===== src/rtl/sad_cost_pkg.sv =====
package sad_cost_pkg;

    localparam int DEF_LANES   = 3;
    localparam int DEF_PIX_W   = 8;
    localparam int DEF_BLK_PIX = 256;

    typedef enum logic [0:0] {
        CT_IDLE = 1'b0,
        CT_RUN  = 1'b1
    } ctl_state_e;

    typedef struct packed {
        logic clear;
        logic sample;
    } lane_cmd_t;

endpackage


===== src/rtl/sad_cost_ctrl.sv =====
module sad_cost_ctrl
    import sad_cost_pkg::*;
#(
    parameter int LANES   = DEF_LANES,
    parameter int BLK_PIX = DEF_BLK_PIX
) (
    input  logic             clk,
    input  logic             rst,
    input  logic             start_i,
    input  logic [LANES-1:0] lane_en_i,
    output lane_cmd_t        cmd_o,
    output logic [LANES-1:0] mask_o,
    output logic             valid_o,
    output logic             busy_o
);
    localparam int CNT_W = $clog2(BLK_PIX);
    localparam logic [CNT_W-1:0] LAST = CNT_W'(BLK_PIX - 1);

    ctl_state_e       state_q;
    logic [CNT_W-1:0] cnt_q;
    logic [LANES-1:0] mask_q;
    logic             valid_q;
    logic             accept;

    assign accept = start_i && (state_q == CT_IDLE);

    always_ff @(posedge clk) begin
        if (rst) begin
            state_q <= CT_IDLE;
            cnt_q   <= '0;
            mask_q  <= '0;
            valid_q <= 1'b0;
        end else begin
            valid_q <= 1'b0;
            case (state_q)
                CT_IDLE: if (accept) begin
                    state_q <= CT_RUN;
                    cnt_q   <= '0;
                    mask_q  <= lane_en_i;
                end
                CT_RUN: begin
                    cnt_q <= cnt_q + 1'b1;
                    if (cnt_q == LAST) begin
                        state_q <= CT_IDLE;
                        valid_q <= 1'b1;
                    end
                end
                default: state_q <= CT_IDLE;
            endcase
        end
    end

    assign cmd_o.clear  = accept;
    assign cmd_o.sample = (state_q == CT_RUN);
    assign mask_o       = mask_q;
    assign valid_o      = valid_q;
    assign busy_o       = (state_q == CT_RUN);

    p_valid_single_r2: assert property (@(posedge clk) disable iff (rst)
        valid_q |=> !valid_q);
    p_enter_run_r2: assert property (@(posedge clk) disable iff (rst)
        (start_i && state_q == CT_IDLE) |=> (state_q == CT_RUN && cnt_q == '0));
    p_valid_after_run_r2: assert property (@(posedge clk) disable iff (rst)
        valid_q |-> (state_q == CT_IDLE && $past(state_q) == CT_RUN));
    p_count_step_r6: assert property (@(posedge clk) disable iff (rst)
        (state_q == CT_RUN && cnt_q != LAST) |=>
            (state_q == CT_RUN && cnt_q == $past(cnt_q) + 1'b1));
    p_mask_frozen_r10: assert property (@(posedge clk) disable iff (rst)
        (state_q == CT_RUN) |=> $stable(mask_q));

endmodule


===== src/rtl/sad_cost_lane.sv =====
module sad_cost_lane
    import sad_cost_pkg::*;
#(
    parameter int PIX_W  = DEF_PIX_W,
    parameter int COST_W = 16
) (
    input  logic              clk,
    input  logic              rst,
    input  lane_cmd_t         cmd_i,
    input  logic              en_i,
    input  logic [PIX_W-1:0]  cur_i,
    input  logic [PIX_W-1:0]  ref_i,
    output logic [COST_W-1:0] cost_o
);
    logic [PIX_W-1:0]  diff;
    logic [COST_W-1:0] acc_q;

    always_comb begin
        if (ref_i > cur_i) diff = ref_i - cur_i;
        else               diff = cur_i - ref_i;
    end

    always_ff @(posedge clk) begin
        if (rst || cmd_i.clear) begin
            acc_q <= '0;
        end else if (cmd_i.sample && en_i) begin
            acc_q <= acc_q + COST_W'(diff);
        end
    end

    assign cost_o = en_i ? acc_q : '1;

    p_no_overflow_r7: assert property (@(posedge clk) disable iff (rst)
        (cmd_i.sample && en_i && !cmd_i.clear) |=> (acc_q >= $past(acc_q)));
    p_idle_zero_r5: assert property (@(posedge clk) disable iff (rst)
        !en_i |-> (acc_q == '0));
    p_hold_r9: assert property (@(posedge clk) disable iff (rst)
        (!cmd_i.sample && !cmd_i.clear) |=> $stable(acc_q));

endmodule


===== src/rtl/sad_cost_array.sv =====
module sad_cost_array
    import sad_cost_pkg::*;
#(
    parameter int LANES   = DEF_LANES,
    parameter int PIX_W   = DEF_PIX_W,
    parameter int BLK_PIX = DEF_BLK_PIX,
    localparam int COST_W = PIX_W + $clog2(BLK_PIX)
) (
    input  logic                    clk,
    input  logic                    rst,
    input  logic                    start_i,
    input  logic [LANES-1:0]        lane_en_i,
    input  logic [PIX_W-1:0]        cur_px_i,
    input  logic [LANES*PIX_W-1:0]  ref_px_i,
    output logic [LANES*COST_W-1:0] cost_o,
    output logic                    valid_o,
    output logic                    busy_o
);
    lane_cmd_t        cmd;
    logic [LANES-1:0] mask;

    sad_cost_ctrl #(.LANES(LANES), .BLK_PIX(BLK_PIX)) u_ctrl (
        .clk       (clk),
        .rst       (rst),
        .start_i   (start_i),
        .lane_en_i (lane_en_i),
        .cmd_o     (cmd),
        .mask_o    (mask),
        .valid_o   (valid_o),
        .busy_o    (busy_o)
    );

    for (genvar k = 0; k < LANES; k++) begin : g_lane
        sad_cost_lane #(.PIX_W(PIX_W), .COST_W(COST_W)) u_lane (
            .clk    (clk),
            .rst    (rst),
            .cmd_i  (cmd),
            .en_i   (mask[k]),
            .cur_i  (cur_px_i),
            .ref_i  (ref_px_i[k*PIX_W +: PIX_W]),
            .cost_o (cost_o[k*COST_W +: COST_W])
        );
    end

endmodule


===== config.mk =====
export PLATFORM = sky130hd
export DESIGN_NAME = sad_cost_array
export DESIGN_NICKNAME = d
export VERILOG_FILES = /design/src/rtl/sad_cost_pkg.sv /design/src/rtl/sad_cost_ctrl.sv /design/src/rtl/sad_cost_lane.sv /design/src/rtl/sad_cost_array.sv
export SDC_FILE = /design/constraint.sdc
export NUM_CORES = 1
export LEC_CHECK = 0
export BUFFER_PORTS_ARGS = -buffer_cell sky130_fd_sc_hd__buf_2
export CAP_MARGIN = 20
export CORE_UTILIZATION = 40
export CTS_CLUSTER_DIAMETER = 60
export DETAILED_ROUTE_END_ITERATION = 12
export PLACE_DENSITY = 0.71
export SLEW_MARGIN = 20
export SYNTH_ARGS = -nofsm -noshare
export SYNTH_HDL_FRONTEND = slang
export SYNTH_SLANG_ARGS = --single-unit

===== constraint.sdc =====
create_clock -name clk -period 4.5 [get_ports clk]
set_clock_uncertainty 0.05 [all_clocks]
set_input_delay 0.225 -clock clk [delete_from_list [all_inputs] [get_ports clk]]
set_output_delay 0.225 -clock clk [all_outputs]
set_load 0.005 [all_outputs]

=== Yosys cells after proc, flatten, opt, wreduce, memory -nomap -nowiden ===
Cells that the tools add are included.
Widths: inputs -> output; s select.

* Add/sub/neg operators: 10
* Bitwise gates (word level): 1
* Equal/unequal tests: 2
* Multiplexer cells: 12
* Magnitude comparators: 3
* Reductions and logical operators: 7

{| class="wikitable"
|+ Operators with widths
! kind !! number
|-
| $add 16x8->16 || 3
|-
| $mux 16 || 3
|-
| $sub 8x8->8 || 6
|-
| $mux 8 || 4
|-
| $gt 8x8->1 || 3
|-
| $pmux 8 s2 || 1
|-
| $add 8x1->8 const B || 1
|-
| $eq 8x8->1 const B || 1
|-
| $logic_and 1x1->1 || 4
|-
| $mux 1 || 3
|-
| $ne 2x1->1 const B || 1
|-
| $pmux 1 s2 || 1
|-
| $reduce_and 2->1 || 1
|-
| $reduce_or 2->1 || 1
|-
| $logic_or 1x1->1 || 1
|-
| $not 1->1 || 1
|}

* Word-level logic and storage cells: 42
* Register bits after elaboration: 61
* Output and inout port bits: 50
* Input port bits: 38

=== Logic depth before layout (Yosys ltp) ===
Gate-level depths: netlist of run 1.

* Word-level depth: 4
* Gate-level depth with buffers: 17
* Mapped depth without buffers: 17

=== By module ===
A second synthesis of run 1 with hierarchy kept.

* Cell total of the unflattened synthesis: 772
* Area total of the unflattened synthesis: 6047.0 um2

{| class="wikitable"
|+ Modules (own cells, without submodules)
! module !! area each (um2) !! cells each !! times used !! sequential area each (um2)
|-
| sad_cost_lane at g_lane[1].u_lane || 1838.0 || 237 || 1 || 320.3
|-
| sad_cost_lane at g_lane[2].u_lane || 1829.3 || 238 || 1 || 320.3
|-
| sad_cost_lane at g_lane[0].u_lane || 1813.0 || 235 || 1 || 320.3
|-
| sad_cost_ctrl || 566.8 || 62 || 1 || 260.2
|}

=== Worst setup path before layout of run 1 ===
OpenSTA, ideal clock, no wires.

* Path kind: input -> register
* Start: input port ref_px_i[16]
* End: register g_lane[2].u_lane.acc_q[10]
* Arrival: 3.811 ns
* Path buffers: 0
* Setup slack: 0.511 ns
* Stages on the path: 16
* Setup time: 0.128 ns
* Path through: inv_1 > ha_1 > inv_1 > fa_1 > a21o_1 > a21oi_1 > nor2_1 > o41ai_4 > mux2_2 > fa_1 > a211oi_1 > o21bai_1 > o41ai_1 > nor2_1 > xnor2_1 > nor2_1

* Longest elaborated chain between the ends: 3

{| class="wikitable"
|+ RTL lines
! what !! line !! text
|-
| from (decl) || sad_cost_array.sv:14 || <nowiki>input logic [LANES*PIX_W-1:0] ref_px_i,</nowiki>
|-
| $sub 8x8->8 (tied with other cells) || sad_cost_lane.sv:20 || <nowiki>else diff = cur_i - ref_i;</nowiki>
|-
| $mux 8 * || sad_cost_lane.sv:19 || <nowiki>if (ref_i > cur_i) diff = ref_i - cur_i;</nowiki>
|-
| $add 16x8->16 * || sad_cost_lane.sv:27 || <nowiki>acc_q <= acc_q + COST_W'(diff);</nowiki>
|-
| to (signal assigned) || sad_cost_lane.sv:27 ||
|-
| to (decl) || sad_cost_lane.sv:16 || <nowiki>logic [COST_W-1:0] acc_q;</nowiki>
|}

Mark *: on every way between the ends. The rest lies on a longest branch, timed or not.
A chain may end at the register's enable or synchronous reset.

=== Worst setup path after layout of run 1 ===
* Start: input port cur_px_i[1]
* End: register g_lane[2].u_lane.acc_q[12]

* Longest elaborated chain between the ends: 3

{| class="wikitable"
|+ RTL lines
! what !! line !! text
|-
| from (decl) || sad_cost_array.sv:13 || <nowiki>input logic [PIX_W-1:0] cur_px_i,</nowiki>
|-
| $sub 8x8->8 (tied with other cells) || sad_cost_lane.sv:20 ||
|-
| $mux 8 * || sad_cost_lane.sv:19 ||
|-
| $add 16x8->16 * || sad_cost_lane.sv:27 ||
|}

Marks and branches as above.

==> flow_summary.ini, run 1 <==
[clock_network]
root_buffer = clkbuf_16
clkSlewWorstSetupHoldPaths_ns = 0.06
tritoncts = built
numClockSinks = 61
cts_resized = 0
number_of_buffers_added_by_the_clock_tree_synthesis_step = 9
cts_hold_buf = 0
cts_post_setup_buffers_inserted = 0
clock_tree.buffer_depth = 2
clock_insertion_delay_worst_skew_ns = 0.32
cts_htree_levels = 3

[final_layout]
n_fill_cell = 1325
layout.cells.most_common_list = buf_2, ha_1, a21oi_1, nand2_1, dfxtp_1
area_growth_pct = 16.6
layout_commonest_cell = buf_2
nets_finish = 884
antennaDiodeCount = 0
drive_gt1_share_pct = 15.6

[pwr]
total_power_w = 0.00187
leakagePower_nw = 2.85
power_density_nw_per_um2 = 291
maximum_vdd_drop_mv = 0.167

[worst_setup_path]
timing.critical_path.from = cur_px_i[1]
crit_path_max_fanout = 7
setup.worst_path.end_class = register
rr_worst_depth = 6
reg2reg_from = u_ctrl.mask_o[1]
crit_path_start_kind = primary input
arrival_ns = 4.00
crit_type = primary input to register
critical_path_required_ns = 4.63
r2r_setup_slack_ns = 2.00
timing.rr.end = g_lane[1].u_lane.acc_q[15]

[global_route]
grt_pass1_vias = 4501
groute.layer.met2.usage_pct = 28.0
grt_first_pass_wirelength_um = 21400
grt_util_met3_pct = 2.73
grt-ovfl-total = 0
grt.met1_usage_pct = 27.5
grt_usage_pct = 18.5
grt_antenna_before_repair = 0
grt_busiest_layer = met2
grt_start_max_net_pins = 35

[synth]
synthesis.area_per_instance_um2 = 8.03
synth_top_family_by_area = simple AND/OR/NAND/NOR gates
synthesized_instance_count = 687
muxShareOfSynthArea_pct = 4.44
synth_cell_type_count = 50
synth_xor_area_share_pct = 8.57
nets_in_the_synthesized_netlist = 807
number_of_flops_mapped_to_enable_cells_by_yosys = 0
synth_adder_area_share_pct = 19.8
synth_simple_gate_area_share_pct = 22.1
synth-compound-area-share_pct = 18.0
ys_warn_count = 0
share_of_flip_flops_with_an_asynchronous_set_or_reset_pct = 0
summed_instance_area_of_the_synthesized_netlist_um2 = 5520
postSynthRegisterBits = 61
synthFlopType = dfxtp_1
share_of_the_yosys_chip_area_belonging_to_registers_pct = 22.1

[floorplan]
chipHeight_um = 119
floorplan.core_area_um2 = 13300
floorplan.initialDensity_pct = 41.3
floorplan.die_area_um2 = 14300
num_rows = 42
die_x_um = 119
io_pins = 88

[detailed_routing]
drt_pass1_iterations = 5
postRouteWirelength_um = 13100
routed_via_density = 5.21
route.detailed.wl_per_inst_um = 13.9
antenna_violating_nets_post_route = 0
routed_vias = 4927
drc_errors = 0
dr.first_iter.drc_count = 389

[status]
status = completed

[timing]
slew-limit-headroom_pct = 52.4
timing_worst_slew_pin_value_ns = 0.715
final.period_utilization_pct = 86.2
setup_repair_after_global_routing_missed_its_margin = no
finalWorstSetupSlack_ns = 0.623
final-setup-viol-count = 0
post-route-min-period_ns = 3.88
slew_viol_final = 0
max_clock_freq_mhz = 258
final_hold_viol_count = 0
setup_tns_ns = 0

[min_path]
min-delay-start = lane_en_i[0]
worst_hold_path.num_cells = 3
type_of_the_tightest_min_delay_check = primary input to register
worstHoldEndpoint = u_ctrl.mask_o[0]

[place]
gp_congestion = 0.898
detailedPlace.worstSlack_ns = 0.277
dp_hpwl_um = 10400
port-buffer-count = 87

[flow_run]
cap_violations = 0
## final cells by class
class,count,area (µm²),share of cell area (%)
clock buffer,10,239,3.71
clock inverter,6,86.3,1.34
inverter,44,165,2.57
multi-input combinational,556,4030,62.6
sequential,61,1220,19.0
tap,176,220,3.42
timing repair buffer,92,473,7.35
## registers in the layout, summed over array words and instances, names as in the netlist
name                 flops
g_lane.u_lane.acc_q     48
u_ctrl.cnt_q             8
u_ctrl.valid_o           1
u_ctrl.busy_o            1
u_ctrl.mask_o            3
## cells by family after synthesis
kind of cell | Yosys count
XOR/XNOR | 54
buffers and inverters | 70
adder cells (fa/ha/maj) | 82
flip-flops | 61
AO/OA/AOI/OAI | 155
AND/OR/NAND/NOR | 241
multiplexers | 24
## metrics by stage
| stage | cell area, µm² | utilization [%] | hold slack (ns) | cells |
|---|---|---|---|---|
| after global placement | 6110 | 45.8 | 0.410 | 929 |
| final | 6430 | 48.2 | 0.0874 | 945 |
| after global routing | 6430 | 48.2 | 0.122 | 945 |
| after floorplan | 5520 | - | 0.251 | 687 |
| after CTS | 6430 | 48.2 | 0.0894 | 945 |
| after detailed placement | 6110 | 45.8 | 0.413 | 929 |
## where the power goes
group	total [W]	internal, W	leakage, nW	switching [W]
clock	0.000749	0.000499	0.158	0.000251
sequential	0.000561	0.000547	0.492	0.0000135
combinational	0.000564	0.000240	2.20	0.000324
## worst max path at each step
stage                                       to  slack (ns)  cells past startpoint
detailed placement  g_lane[2].u_lane.acc_q[12]        0.28                     16
CTS                 g_lane[2].u_lane.acc_q[12]        0.59                     16
floorplan           g_lane[2].u_lane.acc_q[10]        0.51                     16
global placement    g_lane[2].u_lane.acc_q[12]        0.38                     16
finish              g_lane[2].u_lane.acc_q[12]        0.62                     16
global route        g_lane[2].u_lane.acc_q[12]        0.27                     16
## Yosys cell counts (2+ instances only)
cell      instances  area [µm²]
a211oi_1          7        52.6
a21o_1           27         203
a21oi_1          69         345
a21oi_2           2        17.5
a221oi_1          5        43.8
a31oi_1           8        50.1
and2_1            4        25.0
and3_1            2        12.5
and4_1            2        17.5
clkbuf_1         23        86.3
dfxtp_1          61        1220
fa_1              9         180
ha_1             73         913
inv_1            44         165
mux2_2            4        45.0
mux2i_1          20         200
nand2_1          63         236
nand2b_1         52         325
nand3_1          26         130
nand4_1          15        93.8
nor2_1           47         176
nor2b_1           4        25.0
nor3_1            4        20.0
nor3b_1           8        60.1
o211ai_1          4        30.0
o21a_1            2        15.0
o21ai_0          18        90.1
o41ai_4           2        55.1
or2_2             2        12.5
or3_1             5        31.3
or4_1             4        30.0
xnor2_1          34         298
xor2_1           20         175
## metal layers
metal  routed length, µm  up-vias
met3                 573        7
li1                    -     2551
met4                  76        0
met2                5650      140
met1                6820     2229
met5                   0        -
## critical path, stage by stage
cell      delay, ns
buf_2          0.21
inv_1          0.21
fa_1           0.47
a21o_1         0.18
a21oi_1        0.24
nor2_1         0.10
o41ai_4        0.38
mux2_2         0.42
fa_1           0.45
a211oi_1       0.28
o21bai_1       0.14
o41ai_1        0.26
buf_4          0.19
nor3_1         0.05
xnor2_1        0.14
nor2_1         0.05
Power figures use the tool's default switching activity.
==> run 2: changes to the inputs <==
--- a/config.mk
+++ b/config.mk
@@ -5,12 +5,13 @@
 export SDC_FILE = /design/constraint.sdc
 export NUM_CORES = 1
 export LEC_CHECK = 0
+export ABC_AREA = 1
 export BUFFER_PORTS_ARGS = -buffer_cell sky130_fd_sc_hd__buf_2
 export CAP_MARGIN = 20
 export CORE_UTILIZATION = 40
 export CTS_CLUSTER_DIAMETER = 60
 export DETAILED_ROUTE_END_ITERATION = 12
-export PLACE_DENSITY = 0.71
+export PLACE_DENSITY = 0.7
 export SLEW_MARGIN = 20
 export SYNTH_ARGS = -nofsm -noshare
 export SYNTH_HDL_FRONTEND = slang
==> flow_summary.ini, run 2 <==
[clock_network]
root_buffer = clkbuf_16
clkSlewWorstSetupHoldPaths_ns = 0.05
cts_resized = 0
tritoncts = built
cts_post_setup_buffers_inserted = 0
number_of_buffers_added_by_the_clock_tree_synthesis_step = 9
clock_tree.buffer_depth = 2
clock_insertion_delay_worst_skew_ns = 0.34
numClockSinks = 61
cts_hold_buf = 0
cts_htree_levels = 3

[worst_setup_path]
crit_path_start_kind = primary input
reg2reg_from = u_ctrl.busy_o
rr_worst_depth = 9
timing.rr.end = g_lane[1].u_lane.acc_q[3]
critical_path_required_ns = 4.68
setup.worst_path.end_class = register
crit_path_max_fanout = 9
crit_type = primary input to register
r2r_setup_slack_ns = 2.26
arrival_ns = 3.09

[final_layout]
area_growth_pct = 13.1
antennaDiodeCount = 0
post-route-util_pct = 46.4
cell_count_final_fillers_out = 1470
layout.cell_area.non_filler_um2 = 7720
layout.cells.most_common_list = nand2_1, inv_1, nand3_1, buf_2, nor2_1
largest_register_ffs = 48
layout_commonest_cell = nand2_1
registers.top_by_ff_count = g_lane.u_lane.acc_q
nets_finish = 1365
drive_gt1_share_pct = 10.9

[timing]
max_clock_freq_mhz = 344
setup_repair_after_global_routing_missed_its_margin = no
finalWorstSetupSlack_ns = 1.59
post-route-min-period_ns = 2.91
final.period_utilization_pct = 64.7
timing_worst_slew_pin_value_ns = 0.804
slew-limit-headroom_pct = 46.3
final-setup-viol-count = 0
setup_tns_ns = 0
slew_viol_final = 0
final_hold_viol_count = 0

[place]
gp_congestion = 0.893
detailedPlace.worstSlack_ns = 1.26
dp_cells = 1454
port-buffer-count = 87
placed_cell_area_um2 = 7410
dp_hpwl_um = 14100

[synth]
ys_warn_count = 0
synth_area_leaders = nand2_1, dfxtp_1, ha_1
share_of_flip_flops_with_an_asynchronous_set_or_reset_pct = 0
nets_in_the_synthesized_netlist = 1290
summed_instance_area_of_the_synthesized_netlist_um2 = 6820
synthesized_instance_count = 1170
share_of_the_yosys_chip_area_belonging_to_registers_pct = 17.9
synth_top_area_share_pct = 21.1
post-synth-top-count-cell = nand2_1
synthesis.area_per_instance_um2 = 5.83
synthTopCellsByCount = nand2_1, inv_1, nand3_1
number_of_flops_mapped_to_enable_cells_by_yosys = 0
postSynthRegisterBits = 61
synthFlopType = dfxtp_1
synth_cell_type_count = 37
synth_largest_area_cell = nand2_1

[floorplan]
floorplan.core_area_um2 = 16600
num_rows = 47
io_pins = 88
chipHeight_um = 133
die_x_um = 133
floorplan.die_area_um2 = 17600
floorplan.initialDensity_pct = 41.0

[detailed_routing]
postRouteWirelength_um = 17600
routed_vias = 7037
antenna_violating_nets_post_route = 0
route.detailed.wl_per_inst_um = 12.0
drc_errors = 0
drt_pass1_iterations = 5
routed_via_density = 4.79
dr.first_iter.drc_count = 317

[global_route]
grt_start_max_net_pins = 35
grt_usage_pct = 20.9
grt_antenna_before_repair = 0
grt-ovfl-total = 0
grt_first_pass_wirelength_um = 30000
grt_pass1_vias = 6664

[pwr]
power_density_nw_per_um2 = 263
leakagePower_nw = 4.20
maximum_vdd_drop_mv = 0.227

[status]
status = completed

[min_path]
worstHoldEndpoint = u_ctrl.mask_o[0]
min-delay-start = lane_en_i[0]
worst_hold_path.num_cells = 3
type_of_the_tightest_min_delay_check = primary input to register

[flow_run]
cap_violations = 0
[run 2: cell types whose count changed after synthesis, sizes merged, moves of 22 or more]
cell,delta
nand3,+85
nand2,+332
nor2,+38
inv,+191
xnor2,-26
clkbuf,-22
nand2b,-52
[run 2: layer usage]
layer  part of all wire, %  vias up  wire length (µm)  global-route usage (%)
li1                      -     3765                 -                       -
met1                    45     3106              7950                    25.3
met2                    48      147              8430                    37.6
met3                   5.1       19               891                    3.49
met4                   1.7        0               303                    6.26
met5                     0        -                 0                       0
[run 2: metrics by stage]
step           hold WS, ns  total power, W
6_report            0.0873         0.00203
5_1_grt             0.0993         0.00218
4_1_cts             0.0818         0.00204
3_5_place_dp         0.419         0.00131
3_3_place_gp         0.416         0.00130
2_1_floorplan        0.244         0.00112
[run 2: power breakdown]
part / internal (W) / total, W / switching, W
logic: 0.000267 / 0.000730 / 0.000463
clock network: 0.000473 / 0.000728 / 0.000256
registers: 0.000550 / 0.000572 / 0.0000212
[run 2: cells by family (layout without fill, tap and decap cells)]
family / after synthesis / count (layout) / share of synthesized area (%)
AND/OR/NAND/NOR: 617 / 617 / 38.0
buffers and inverters: 259 / 339 / 15.0
adder cells (fa/ha/maj): 82 / 82 / 16.0
flip-flops: 61 / 61 / 17.9
AO/OA/AOI/OAI: 129 / 129 / 10.3
XOR/XNOR: 22 / 22 / 2.82
[run 2: worst max-delay path, stage by stage]
cell and delay, ns:
buf_2 0.24, inv_1 0.23, fa_1 0.51, nand3_1 0.09
nand2_1 0.09, nand2_1 0.07, nand2_1 0.06, nand2_2 0.14
o21ai_0 0.10, o21ai_0 0.07, inv_1 0.06, ha_1 0.36
nand2_1 0.13, nand3_1 0.22, nand3_1 0.13, nand3_1 0.14
a21oi_1 0.17, nor2_1 0.06
[run 2: how the worst max path moves through the flow]
stage	start	end	slack, ns	cells after the start
after floorplan	ref_px_i[16]	g_lane[2].u_lane.acc_q[12]	1.92	18
after global placement	cur_px_i[1]	g_lane[2].u_lane.acc_q[15]	1.36	18
after detailed placement	cur_px_i[1]	g_lane[2].u_lane.acc_q[11]	1.26	18
after CTS	cur_px_i[1]	g_lane[1].u_lane.acc_q[11]	1.61	18
after global routing	cur_px_i[1]	g_lane[1].u_lane.acc_q[15]	1.24	18
final	cur_px_i[1]	g_lane[1].u_lane.acc_q[11]	1.59	18
[run 2: final cells by class]
class / instances / area, µm²
multi-input combinational: 850 / 4580
clock inverter: 3 / 42.5
sequential: 61 / 1220
fill: 1781 / 8920
clock buffer: 13 / 270
timing repair buffer: 88 / 443
tap: 220 / 275
inverter: 235 / 885
==> run 3: changes to the inputs <==
--- a/config.mk
+++ b/config.mk
@@ -5,13 +5,13 @@
 export SDC_FILE = /design/constraint.sdc
 export NUM_CORES = 1
 export LEC_CHECK = 0
-export ABC_AREA = 1
+export ABC_AREA = 0
 export BUFFER_PORTS_ARGS = -buffer_cell sky130_fd_sc_hd__buf_2
 export CAP_MARGIN = 20
 export CORE_UTILIZATION = 40
 export CTS_CLUSTER_DIAMETER = 60
 export DETAILED_ROUTE_END_ITERATION = 12
-export PLACE_DENSITY = 0.7
+export PLACE_DENSITY = 0.71
 export SLEW_MARGIN = 20
 export SYNTH_ARGS = -nofsm -noshare
 export SYNTH_HDL_FRONTEND = slang
==> constraint.sdc (replaced) <==
create_clock -name clk -period 3 [get_ports clk]
set_clock_uncertainty 0.05 [all_clocks]
set_input_delay 0.15 -clock clk [delete_from_list [all_inputs] [get_ports clk]]
set_output_delay 0.15 -clock clk [all_outputs]
set_load 0.005 [all_outputs]
==> flow_summary.ini, run 3 (same netlist as run 1, synthesis figures left out) <==
[status]
status = complete, but fails checks
failed_checks = setup timing

[timing]
final_hold_viol_count = 0
setup_tns_ns = -3.35
setup_repair_after_global_routing_missed_its_margin = yes
final-setup-viol-count = 30
max_clock_freq_mhz = 302
post-route-min-period_ns = 3.31
final.period_utilization_pct = 110
timing_worst_slew_pin_value_ns = 0.465
slew_viol_final = 0
finalWorstSetupSlack_ns = -0.310
slew-limit-headroom_pct = 68.7

[worst_setup_path]
crit_path_max_fanout = 5
critical_path_required_ns = 3.16
rr_worst_depth = 9
setup.worst_path.end_class = register
r2r_setup_slack_ns = 0.79
reg2reg_from = g_lane[2].u_lane.acc_q[0]
arrival_ns = 3.47
timing.rr.end = g_lane[2].u_lane.acc_q[14]
crit_type = primary input to register
crit_path_start_kind = primary input

[clock_network]
root_buffer = clkbuf_16
cts_htree_levels = 3
numClockSinks = 61
clock_insertion_delay_worst_skew_ns = 0.33
clkSlewWorstSetupHoldPaths_ns = 0.06
cts_hold_buf = 0
tritoncts = built
clock_tree.buffer_depth = 2
number_of_buffers_added_by_the_clock_tree_synthesis_step = 9

[final_layout]
drive_gt1_share_pct = 38.6
layout.cells.most_common_list = buf_4, buf_2, ha_1, nand2_1, dfxtp_1
area_growth_pct = 47.0
antennaDiodeCount = 0
layout_commonest_cell = buf_4
nets_finish = 1027
largest_register_ffs = 48
registers.top_by_ff_count = g_lane.u_lane.acc_q

[place]
dp_hpwl_um = 11500
port-buffer-count = 87
gp_congestion = 0.897
detailedPlace.worstSlack_ns = -0.684

[pwr]
netSwitchingPower_w = 0.00105
p_seq_share_pct = 26.9
sw_frac_of_total_pct = 33.9
intPower_w = 0.00205
maximum_vdd_drop_mv = 0.230
leakagePower_nw = 3.65
power.share.combinational_pct = 42.4
power_density_nw_per_um2 = 382
clock_power_share_pct = 30.7
total_power_w = 0.00310

[detailed_routing]
routed_via_density = 5.19
antenna_violating_nets_post_route = 0
drc_errors = 0
routed_vias = 5651
route.detailed.wl_per_inst_um = 14.4
postRouteWirelength_um = 15600
drt_pass1_iterations = 5
dr.first_iter.drc_count = 282

[floorplan]
floorplan.core_area_um2 = 13300
num_rows = 42
chipHeight_um = 119
die_x_um = 119
floorplan.initialDensity_pct = 41.3
io_pins = 88
floorplan.die_area_um2 = 14300

[global_route]
grt_usage_pct = 21.5
grt_antenna_before_repair = 0
grt-ovfl-total = 0
grt_start_max_net_pins = 20
grt_first_pass_wirelength_um = 25100
grt_pass1_vias = 5415

[min_path]
worstHoldEndpoint = u_ctrl.mask_o[1]
worst_hold_path.num_cells = 3
type_of_the_tightest_min_delay_check = primary input to register
min-delay-start = lane_en_i[1]

[flow_run]
cap_violations = 0
-- run 3: cell types whose count changed in the layout (fill, tap and decap cells not counted), moves of 20 or more --
cell and change:
inv_1 -188, buf_4 +135, nand2b_1 +50, xnor2_1 +21, nand2_1 -323, a21oi_1 -36, nor2_1 -39, nand3_1 -88
a21oi_2 +20
-- run 3: how the worst max path moves through the flow --
stage,slack [ns],to,from
4_1_cts,-0.22,g_lane[2].u_lane.acc_q[14],ref_px_i[16]
5_1_grt,-0.50,g_lane[2].u_lane.acc_q[14],ref_px_i[16]
6_report,-0.31,g_lane[2].u_lane.acc_q[14],ref_px_i[16]
2_1_floorplan,-0.48,g_lane[2].u_lane.acc_q[12],ref_px_i[16]
3_5_place_dp,-0.68,g_lane[2].u_lane.acc_q[12],ref_px_i[16]
3_3_place_gp,-0.61,g_lane[2].u_lane.acc_q[12],ref_px_i[16]
-- run 3: routing by layer --
| layer | vias up | wire (µm) | track usage [%] |
|---|---|---|---|
| li1 | 2836 | - | - |
| met1 | 2626 | 7200 | 28.3 |
| met2 | 156 | 7360 | 35.4 |
| met3 | 33 | 635 | 2.92 |
| met4 | 0 | 426 | 8.36 |
| met5 | - | 0 | 0 |
-- run 3: power by group through the flow --
stage                     Combinational, W  Clock (W)  Sequential, W
final                              0.00131   0.000950       0.000833
after global routing               0.00143    0.00100       0.000834
after CTS                          0.00123   0.000956       0.000832
after detailed placement           0.00110          0       0.000850
after global placement             0.00109          0       0.000850
after floorplan                   0.000658          0       0.000844
-- run 3: through the flow --
step / hold WS, ns / instances / instance area (µm²) / util, %
after floorplan: 0.176 / 687 / 5670 / -
after CTS: 0.0165 / 1081 / 7880 / 59.0
final: 0.0219 / 1088 / 8120 / 60.8
after global routing: 0.0355 / 1088 / 8120 / 60.8
after global placement: 0.346 / 1046 / 7140 / 53.5
after detailed placement: 0.346 / 1046 / 7140 / 53.5
-- run 3: worst max-delay path, cell delays in order --
cell and delay (ns):
buf_12 0.11, inv_12 0.04, ha_4 0.13, inv_2 0.04, fa_2 0.35, a21o_1 0.17, a21oi_2 0.18, nor2_2 0.08
o41ai_4 0.23, buf_4 0.20, mux2_4 0.32, fa_2 0.35, a211oi_2 0.26, o21bai_2 0.11, o41ai_2 0.22, buf_4 0.20
nor2_1 0.06, xnor2_1 0.18, nor2_1 0.07
-- run 3: repair_timing --
action                     in CTS  in global routing
setup endpoints to repair      33                 38
setup buffers                  19                  7
pin swaps                      73                 55
resized for setup              69                 38
-- run 3: layout make-up --
| cell class | count | area [µm²] |
|---|---|---|
| Tap cell | 176 | 220 |
| Multi-Input combinational cell | 556 | 4560 |
| Clock inverter | 7 | 51.3 |
| Fill cell | 1138 | 5230 |
| Sequential cell | 61 | 1220 |
| Inverter | 44 | 185 |
| Timing Repair Buffer | 235 | 1650 |
| Clock buffer | 9 | 225 |
